--- config.mk ---
export PLATFORM = sky130hd
export DESIGN_NAME = scl_wavegen
export DESIGN_NICKNAME = d
export VERILOG_FILES = /design/src/rtl/scl_wavegen_pkg.sv /design/src/rtl/scl_phase_len.sv /design/src/rtl/scl_phase_cnt.sv /design/src/rtl/scl_wavegen.sv
export SDC_FILE = /design/constraint.sdc
export NUM_CORES = 1
export LEC_CHECK = 0
export ABC_CLOCK_PERIOD_IN_PS = 7500
export BUFFER_PORTS_ARGS = -buffer_cell sky130_fd_sc_hd__buf_2
export CAP_MARGIN = 15
export CORE_MARGIN = 5
export CORE_UTILIZATION = 57
export CTS_BUF_LIST = sky130_fd_sc_hd__clkbuf_8
export DETAILED_ROUTE_END_ITERATION = 10
export PLACE_DENSITY = 0.77
export SYNTH_ARGS = -nofsm -noshare
export SYNTH_HDL_FRONTEND = slang
export SYNTH_SLANG_ARGS = --single-unit
--- constraint.sdc ---
create_clock -name clk_i -period 7.5 [get_ports clk_i]
set_clock_uncertainty 0.2 [all_clocks]
set_input_delay 0.375 -clock clk_i [delete_from_list [all_inputs] [get_ports clk_i]]
set_output_delay 0.375 -clock clk_i [all_outputs]
set_load 0.005 [all_outputs]
--- src/rtl/scl_wavegen_pkg.sv ---
package scl_wavegen_pkg;
  typedef enum logic [1:0] {
    ST_IDLE = 2'd0,
    ST_LOW  = 2'd1,
    ST_HIGH = 2'd2
  } wg_state_e;
endpackage

--- src/rtl/scl_phase_len.sv ---
module scl_phase_len #(
  parameter int DIV_W   = 8,
  parameter int EXP_W   = 3,
  parameter int MAX_EXP = 5,
  parameter int OFFSET  = 4,
  parameter int LEN_W   = DIV_W + MAX_EXP + 1
) (
  input  logic [DIV_W-1:0] div_i,
  input  logic [EXP_W-1:0] exp_i,
  output logic [LEN_W-1:0] last_o
);
  logic [EXP_W-1:0] eff_exp;

  always_comb begin
    if (32'(exp_i) > MAX_EXP) eff_exp = EXP_W'(MAX_EXP);
    else                      eff_exp = exp_i;
    // terminal count = length - 1
    last_o = (LEN_W'(div_i) << eff_exp) + LEN_W'(OFFSET - 1);
  end
endmodule

--- src/rtl/scl_phase_cnt.sv ---
module scl_phase_cnt #(
  parameter int LEN_W = 14
) (
  input  logic             clk_i,
  input  logic             rst_ni,
  input  logic             clr_i,
  input  logic [LEN_W-1:0] last_i,
  output logic             done_o
);
  logic [LEN_W-1:0] cnt_q;

  always_ff @(posedge clk_i or negedge rst_ni) begin
    if (!rst_ni)     cnt_q <= '0;
    else if (clr_i)  cnt_q <= '0;
    else             cnt_q <= cnt_q + LEN_W'(1);
  end

  assign done_o = (cnt_q == last_i);
endmodule

--- src/rtl/scl_wavegen.sv ---
module scl_wavegen
  import scl_wavegen_pkg::*;
#(
  parameter int DIV_W   = 8,
  parameter int EXP_W   = 3,
  parameter int MAX_EXP = 5,
  parameter int OFFSET  = 4
) (
  input  logic                       clk_i,
  input  logic                       rst_ni,
  input  logic                       en_i,
  input  logic                       hold_i,
  input  logic [2*DIV_W+EXP_W-1:0]   cfg_i,
  output logic                       scl_o,
  output logic                       edge_o,
  output logic                       phase_o
);
  localparam int CFG_W = 2 * DIV_W + EXP_W;
  localparam int LEN_W = DIV_W + MAX_EXP + 1;

  wg_state_e        state_q, state_d;
  logic [CFG_W-1:0] cfg_q;
  logic             scl_q, scl_d, edge_q, edge_d, phase_q, phase_d;
  logic             load_cfg, cnt_clr, done;
  logic [LEN_W-1:0] last_w [2];
  logic [LEN_W-1:0] last_sel;

  // index 0: low phase, index 1: high phase
  for (genvar g = 0; g < 2; g++) begin : g_len
    scl_phase_len #(
      .DIV_W(DIV_W), .EXP_W(EXP_W), .MAX_EXP(MAX_EXP),
      .OFFSET(OFFSET), .LEN_W(LEN_W)
    ) i_len (
      .div_i (cfg_q[g*DIV_W +: DIV_W]),
      .exp_i (cfg_q[2*DIV_W +: EXP_W]),
      .last_o(last_w[g])
    );
  end

  assign last_sel = (state_q == ST_HIGH) ? last_w[1] : last_w[0];

  scl_phase_cnt #(.LEN_W(LEN_W)) i_cnt (
    .clk_i (clk_i),
    .rst_ni(rst_ni),
    .clr_i (cnt_clr),
    .last_i(last_sel),
    .done_o(done)
  );

  always_comb begin
    state_d  = state_q;
    scl_d    = scl_q;
    phase_d  = phase_q;
    edge_d   = 1'b0;
    load_cfg = 1'b0;
    cnt_clr  = 1'b0;
    if (!en_i) begin
      state_d = ST_IDLE;
      scl_d   = 1'b1;
      phase_d = 1'b1;
      cnt_clr = 1'b1;
    end else begin
      unique case (state_q)
        ST_IDLE: begin
          state_d  = ST_LOW;
          load_cfg = 1'b1;
          cnt_clr  = 1'b1;
          scl_d    = 1'b0;
          phase_d  = 1'b0;
          edge_d   = 1'b1;
        end
        ST_LOW: begin
          if (hold_i) begin
            cnt_clr = 1'b1;
          end else if (done) begin
            state_d = ST_HIGH;
            cnt_clr = 1'b1;
            scl_d   = 1'b1;
            phase_d = 1'b1;
            edge_d  = 1'b1;
          end
        end
        ST_HIGH: begin
          if (done) begin
            state_d  = ST_LOW;
            load_cfg = 1'b1;
            cnt_clr  = 1'b1;
            scl_d    = 1'b0;
            phase_d  = 1'b0;
            edge_d   = 1'b1;
          end
        end
        default: begin
          state_d = ST_IDLE;
          cnt_clr = 1'b1;
        end
      endcase
    end
  end

  // the loaded word takes effect in the cycle after the boundary; the counter is cleared then
  always_ff @(posedge clk_i or negedge rst_ni) begin
    if (!rst_ni) begin
      state_q <= ST_IDLE;
      cfg_q   <= '0;
      scl_q   <= 1'b1;
      edge_q  <= 1'b0;
      phase_q <= 1'b1;
    end else begin
      state_q <= state_d;
      scl_q   <= scl_d;
      edge_q  <= edge_d;
      phase_q <= phase_d;
      if (load_cfg) cfg_q <= cfg_i;
    end
  end

  assign scl_o   = scl_q;
  assign edge_o  = edge_q;
  assign phase_o = phase_q;
endmodule

; Word-level counts from Yosys, hierarchy flattened
; Cells that the tools add are included.
[word_totals]
ff_bits = 37
inputBits = 23
output_inout_bits = 3
[classes]
addsub = 3
n_lt_le_gt_ge = 1
eq_ne = 7
shift = 2
n_mux = 22
reduce_logical = 3
[op_table]
columns = operator, n
row1 = $add 14x2->14 const B, 2
row2 = $mux 14, 2
row3 = $shl 8x3->14, 2
row4 = $add 14x1->14 const B, 1
row5 = $eq 14x14->1, 1
row6 = $mux 1, 10
row7 = $ne 3x3->1 const B, 3
row8 = $mux 2, 4
row9 = $pmux 1 s3, 2
row10 = $pmux 2 s3, 1
row11 = $ne 4x1->1 const B, 1
row12 = $pmux 1 s2, 2
row13 = $reduce_and 4->1, 1
row14 = $gt 3x3->1 const B, 1
row15 = $mux 3, 1
row16 = $reduce_and 3->1, 1
row17 = $eq 2x1->1 const B, 1
row18 = $eq 2x2->1 const B, 1
row19 = $logic_not 2->1, 1

; Longest topological paths before layout
[depth]
word_depth = 11
depth_mapped = 18
depth_no_buf = 15

; Cells and area by module
; A second synthesis with hierarchy kept.
[unflattened]
cells_unflattened = 391
hier_area_um2 = 3592.2
[modules_own_cells]
columns = mod, n_inst, cells_each, area_per_inst_um2, seq_area_each_um2
row1 = scl_phase_len, 2, 107, 754.5, 0.0
row2 = scl_wavegen, 1, 90, 1251.2, 576.8
row3 = scl_phase_cnt, 1, 87, 832.0, 350.3

; Worst setup path after synthesis
; Ideal clock, no wire load.
[synth_timing]
path_kind = register -> register
startpoint = reg state_q[0]
endpoint = reg cfg_q[10]
arrival_time_ps = 3705
t_required_ps = 7175
path_slack_ps = 3469
path_stages_with_launch = 18
synth_period_minus_slack_ps = 4031
path_cell_list = dfrtp_1 inv_1 ha_1 buf_6 buf_4 mux2i_1 mux2i_1 nand2_1 ha_1 or4_1 o31ai_1 nand3_1 o41ai_2 a41oi_2 nor2b_2 buf_6 buf_12 mux2_4
[synth_between]
elab_chain_cells = 6
elab_cells_between_ends = 7
classes_between = 2 x eq/ne / 4 x mux / 1 x reduce/logical
[synth_rtl]
columns = element, line
row1 = from (decl), scl_wavegen.sv:21  ; wg_state_e state_q, state_d;
row2 = from (signal assigned), scl_wavegen.sv:110  ; state_q <= state_d;
row3 = $eq 2x2->1, "scl_wavegen.sv:40, scl_wavegen.sv:63"
row4 = $mux 14, scl_wavegen.sv:40  ; assign last_sel = (state_q == ST_HIGH) ? last_w[1] : last_w[0];
row5 = $eq 14x14->1, scl_phase_cnt.sv:18  ; assign done_o = (cnt_q == last_i);
row6 = $mux 1, scl_wavegen.sv:84  ; if (done) begin
row7 = $pmux 1 s2 *, scl_wavegen.sv:63  ; unique case (state_q)
row8 = $mux 1 *, scl_wavegen.sv:57  ; if (!en_i) begin
row9 = to (signal assigned), scl_wavegen.sv:114  ; if (load_cfg) cfg_q <= cfg_i;
row10 = to (decl), scl_wavegen.sv:22  ; logic [CFG_W-1:0] cfg_q;
; Mark *: on every way between the ends. The rest lies on a longest branch, timed or not.
; A chain may end at the register's enable or synchronous reset.

; Final worst setup path
[layout_timing]
startpoint = reg cfg_q[18]
endpoint = reg cfg_q[17]
[layout_between]
elab_chain_cells = 9
elab_cells_between_ends = 11
classes_between = 2 x add/sub / 1 x order compare / 1 x eq/ne / 2 x shift / 5 x mux
[layout_rtl]
columns = element, line
row1 = $gt 3x3->1, scl_phase_len.sv:15  ; if (32'(exp_i) > MAX_EXP) eff_exp = EXP_W'(MAX_EXP);
row2 = $mux 3 *, scl_phase_len.sv:15
row3 = $shl 8x3->14, scl_phase_len.sv:18  ; last_o = (LEN_W'(div_i) << eff_exp) + LEN_W'(OFFSET - 1);
row4 = $add 14x2->14, scl_phase_len.sv:18
row5 = $mux 14 *, scl_wavegen.sv:40
row6 = $eq 14x14->1 *, scl_phase_cnt.sv:18
row7 = $mux 1 *, scl_wavegen.sv:84
row8 = $pmux 1 s2 *, scl_wavegen.sv:63
row9 = $mux 1 *, scl_wavegen.sv:57
; Marks and branches as above.

==> metrics.yaml <==
kind_of_critical_path: "reg2reg"
crit_slowest_cell: "sky130_fd_sc_hd__nor2b_2"
number_of_synthesized_flops_with_an_enable_pin: 0
timing.critical_path.fanout_max: 23
wl_per_cell_um: 17.2
route.met3.wl_um: 407
power_frac_comb_pct: 47.5
dp_hpwl_um: 4780
synthDistinctLibCells: 61
mostFrequentLayoutCell: "sky130_fd_sc_hd__dfrtp_1"
postSynthRegisterBits: 37
timing.max_cap.violations: 0
top_achievable_clock_speed_mhz: 191
clockPowerShare_pct: 20.2
routed_via_density: 6.31
tritoncts: "done"
final_max_slew_viol_count: 0
static-leakage-power_nw: 1.30
routed.top_layer: "met4"
layout_worst_path_cycle_share_pct: 69.9
antenna_cell_count: 0
yosysSeqAreaShare_pct: 31.5
required_time_at_the_worst_slack_endpoint_ns: 7.48
endpoint_class_of_the_critical_path: "register"
cts-resized-gates: 0
drc_errors: 0
cts-root-buf: "sky130_fd_sc_hd__clkbuf_8"
drt_first_pass_iters: 5
crit_path_max_incr_delay_ns: 0.87
finalCoreUtilization_pct: 62.8
dr.first_iter.drc_count: 188
hold_viol: 0
max-clock-path-buffers: 2
clock_transition_at_the_registers_of_the_reported_paths_ns: 0.08
rsz0062_at_grt: "false"
cts.htree.levels: 2
wire_length_of_the_first_global_routing_pass_um: 10900
crit_arrival_ns: 5.22
drive_gt1_share_pct: 24.8
synth-async-reset-ratio_pct: 100
design.final.nets: 331
met2_length_um: 3050
antenna_violations_before_repair: 0
slew_headroom_pct: 26.6
via_count: 2354
finalWorstPathRequiredPeriod_ns: 5.24
sw_power_mw: 0.360
synth.yosys.warnings: 0
grt_util_all_layers_pct: 21.1
placementRows: 26
setup_viol: 0
crit_path_start_kind: "register"
design.die.area_mm2: 0.00671
power_density_mw_per_mm2: 285
portBuffers: 25
worstPathCellList: "a21oi_2 > mux2i_1 > nand2_1 > ha_1 > or4_1 > o31ai_1 > nand3_1 > o41ai_2 > a41oi_2 > nor2b_2 > mux2_1"
hp-class: "in2reg"
grt_start_max_net_pins: 38
detail_route.wirelength_um: 6430
syn-instance-count: 283
p_seq_share_pct: 32.3
insertion_delay_ns: 0.30
die_width_um: 81.9
commonest_cells_after_routing_fill_and_taps_aside: "36 x sky130_fd_sc_hd__dfrtp_1, 25 x sky130_fd_sc_hd__buf_2, 19 x sky130_fd_sc_hd__nor3_1, 17 x sky130_fd_sc_hd__mux2_4, 16 x sky130_fd_sc_hd__nand2_1"
routedLengthMet1_um: 2820
die_height_um: 81.9
power.switching_fraction_pct: 39.7
final_antenna_net_count: 0
syn_avg_cell_area_um2: 10.4
internal-power_mw: 0.547
setup_tns_ns: 0
ys_dominant_reg_cell: "sky130_fd_sc_hd__dfrtp_1"
postSynthNetCount: 312
globalplace.congestion: 0.951
peakVddDrop_v: 0.000163
start_util_pct: 58.0
area_growth_pct: 8.24
post_synth_instance_area_mm2: 0.00295
count_of_pins_on_the_block_boundary: 26
cts_inserted_buffers: 5
run_status: "finished clean"
worst_pin_slew_ns: 1.10
first_global_vias: 2219
grt_overflow: 0
coreArea_mm2: 0.00507
clock_sinks: 37
[through the flow]
stage	instances	total power [mW]	setup slack, ns	hold slack, ns	cell area [um2]
CTS	373	0.900	2.28	0.0872	3190
global route	373	0.960	1.91	0.0882	3190
finish	373	0.907	2.26	0.0892	3190
floorplan	283	0.633	3.47	-0.121	2950
detailed placement	364	0.715	2.34	0.306	3060
global placement	364	0.705	2.49	0.294	3060
[logic make-up (layout without fill, tap and decap cells)]
group / after synthesis / in the layout / synth area share [%]
and+or+nand+nor: 95 / 95 / 17.4
muxes: 52 / 52 / 24.1
AOI/OAI and AO/OA: 44 / 44 / 12.1
DFF: 37 / 37 / 31.5
xor gates and xnor gates: 26 / 26 / 7.73
buffers and inverters: 23 / 43 / 4.67
adders and majority gates: 6 / 6 / 2.55
[repair_timing]
action	in CTS	in global routing
endpoints found under the hold margin	21	0
hold buffers	1	0
setup buffers	0	0
[worst max-delay path, delay by kind of cell, from the launching register on]
| kind | cells | cell delay [ns] |
|---|---|---|
| compound gates | 4 | 1.57 |
| fa+ha+maj | 1 | 0.22 |
| flops | 1 | 0.67 |
| mux | 2 | 0.78 |
| simple gates | 4 | 1.67 |
[layer usage]
metal / vias to the layer above / GRT usage [%]
li1: 1096 / -
met1: 1134 / 28.0
met2: 104 / 33.4
met3: 20 / 5.04
met4: 0 / 7.64
met5: - / 0
[layout make-up]
type | instances | area, um2
Tap cell | 70 | 87.6
Clock buffer | 6 | 82.6
Sequential cell | 37 | 927
Multi-Input combinational cell | 223 | 1880
Inverter | 8 | 30.0
Clock inverter | 2 | 37.5
Fill cell | 427 | 1890
Timing Repair Buffer | 27 | 143
[state kept, by name, summed over array words and instances, names as in the netlist]
register / cells
edge_o: 1
phase_o: 1
i_cnt.cnt_q: 14
state_q: 2
cfg_q: 19
[worst paths after layout]
check	cells after the start	slack (ns)	start	end
max in group asynchronous	2	6.07	rst_ni	i_cnt.cnt_q[7]
hold / removal	2	0.09	cfg_i[0]	cfg_q[0]
setup reg to reg	11	2.26	cfg_q[18]	cfg_q[17]
setup / recovery	11	2.26	cfg_q[18]	cfg_q[17]
hold reg to reg	1	0.32	cfg_q[0]	cfg_q[0]
min in group asynchronous	2	0.51	rst_ni	cfg_q[2]
[Yosys cell counts, drive strengths merged (3+ instances only)]
cell	instances	area share (%)
ha	6	2.5
buf	10	3.0
nor3	19	3.2
mux2	30	14
dfrtp	36	31
a21oi	6	1.4
nand4	5	1.1
nand3	15	2.5
a21o	3	0.76
and3	4	0.85
and2	3	0.64
inv	7	0.89
nor2	14	1.8
xor2	14	4.2
mux2i	15	5.1
o211ai	5	1.3
a211oi	3	0.76
o21ai	4	0.68
clkbuf	5	0.64
nand2	16	2.0
nor3b	3	1.1
xnor2	12	3.6
mux4	7	5.4
nor2b	6	1.4
[power by group through the flow]
stage | combinational (mW) | sequential, mW | clock [mW]
after global placement | 0.413 | 0.292 | 0
after CTS | 0.423 | 0.292 | 0.185
after floorplan | 0.372 | 0.261 | 0
final | 0.431 | 0.293 | 0.183
after detailed placement | 0.420 | 0.295 | 0
after global routing | 0.468 | 0.300 | 0.192
Note: power is estimated with default switching activity, not from simulation.
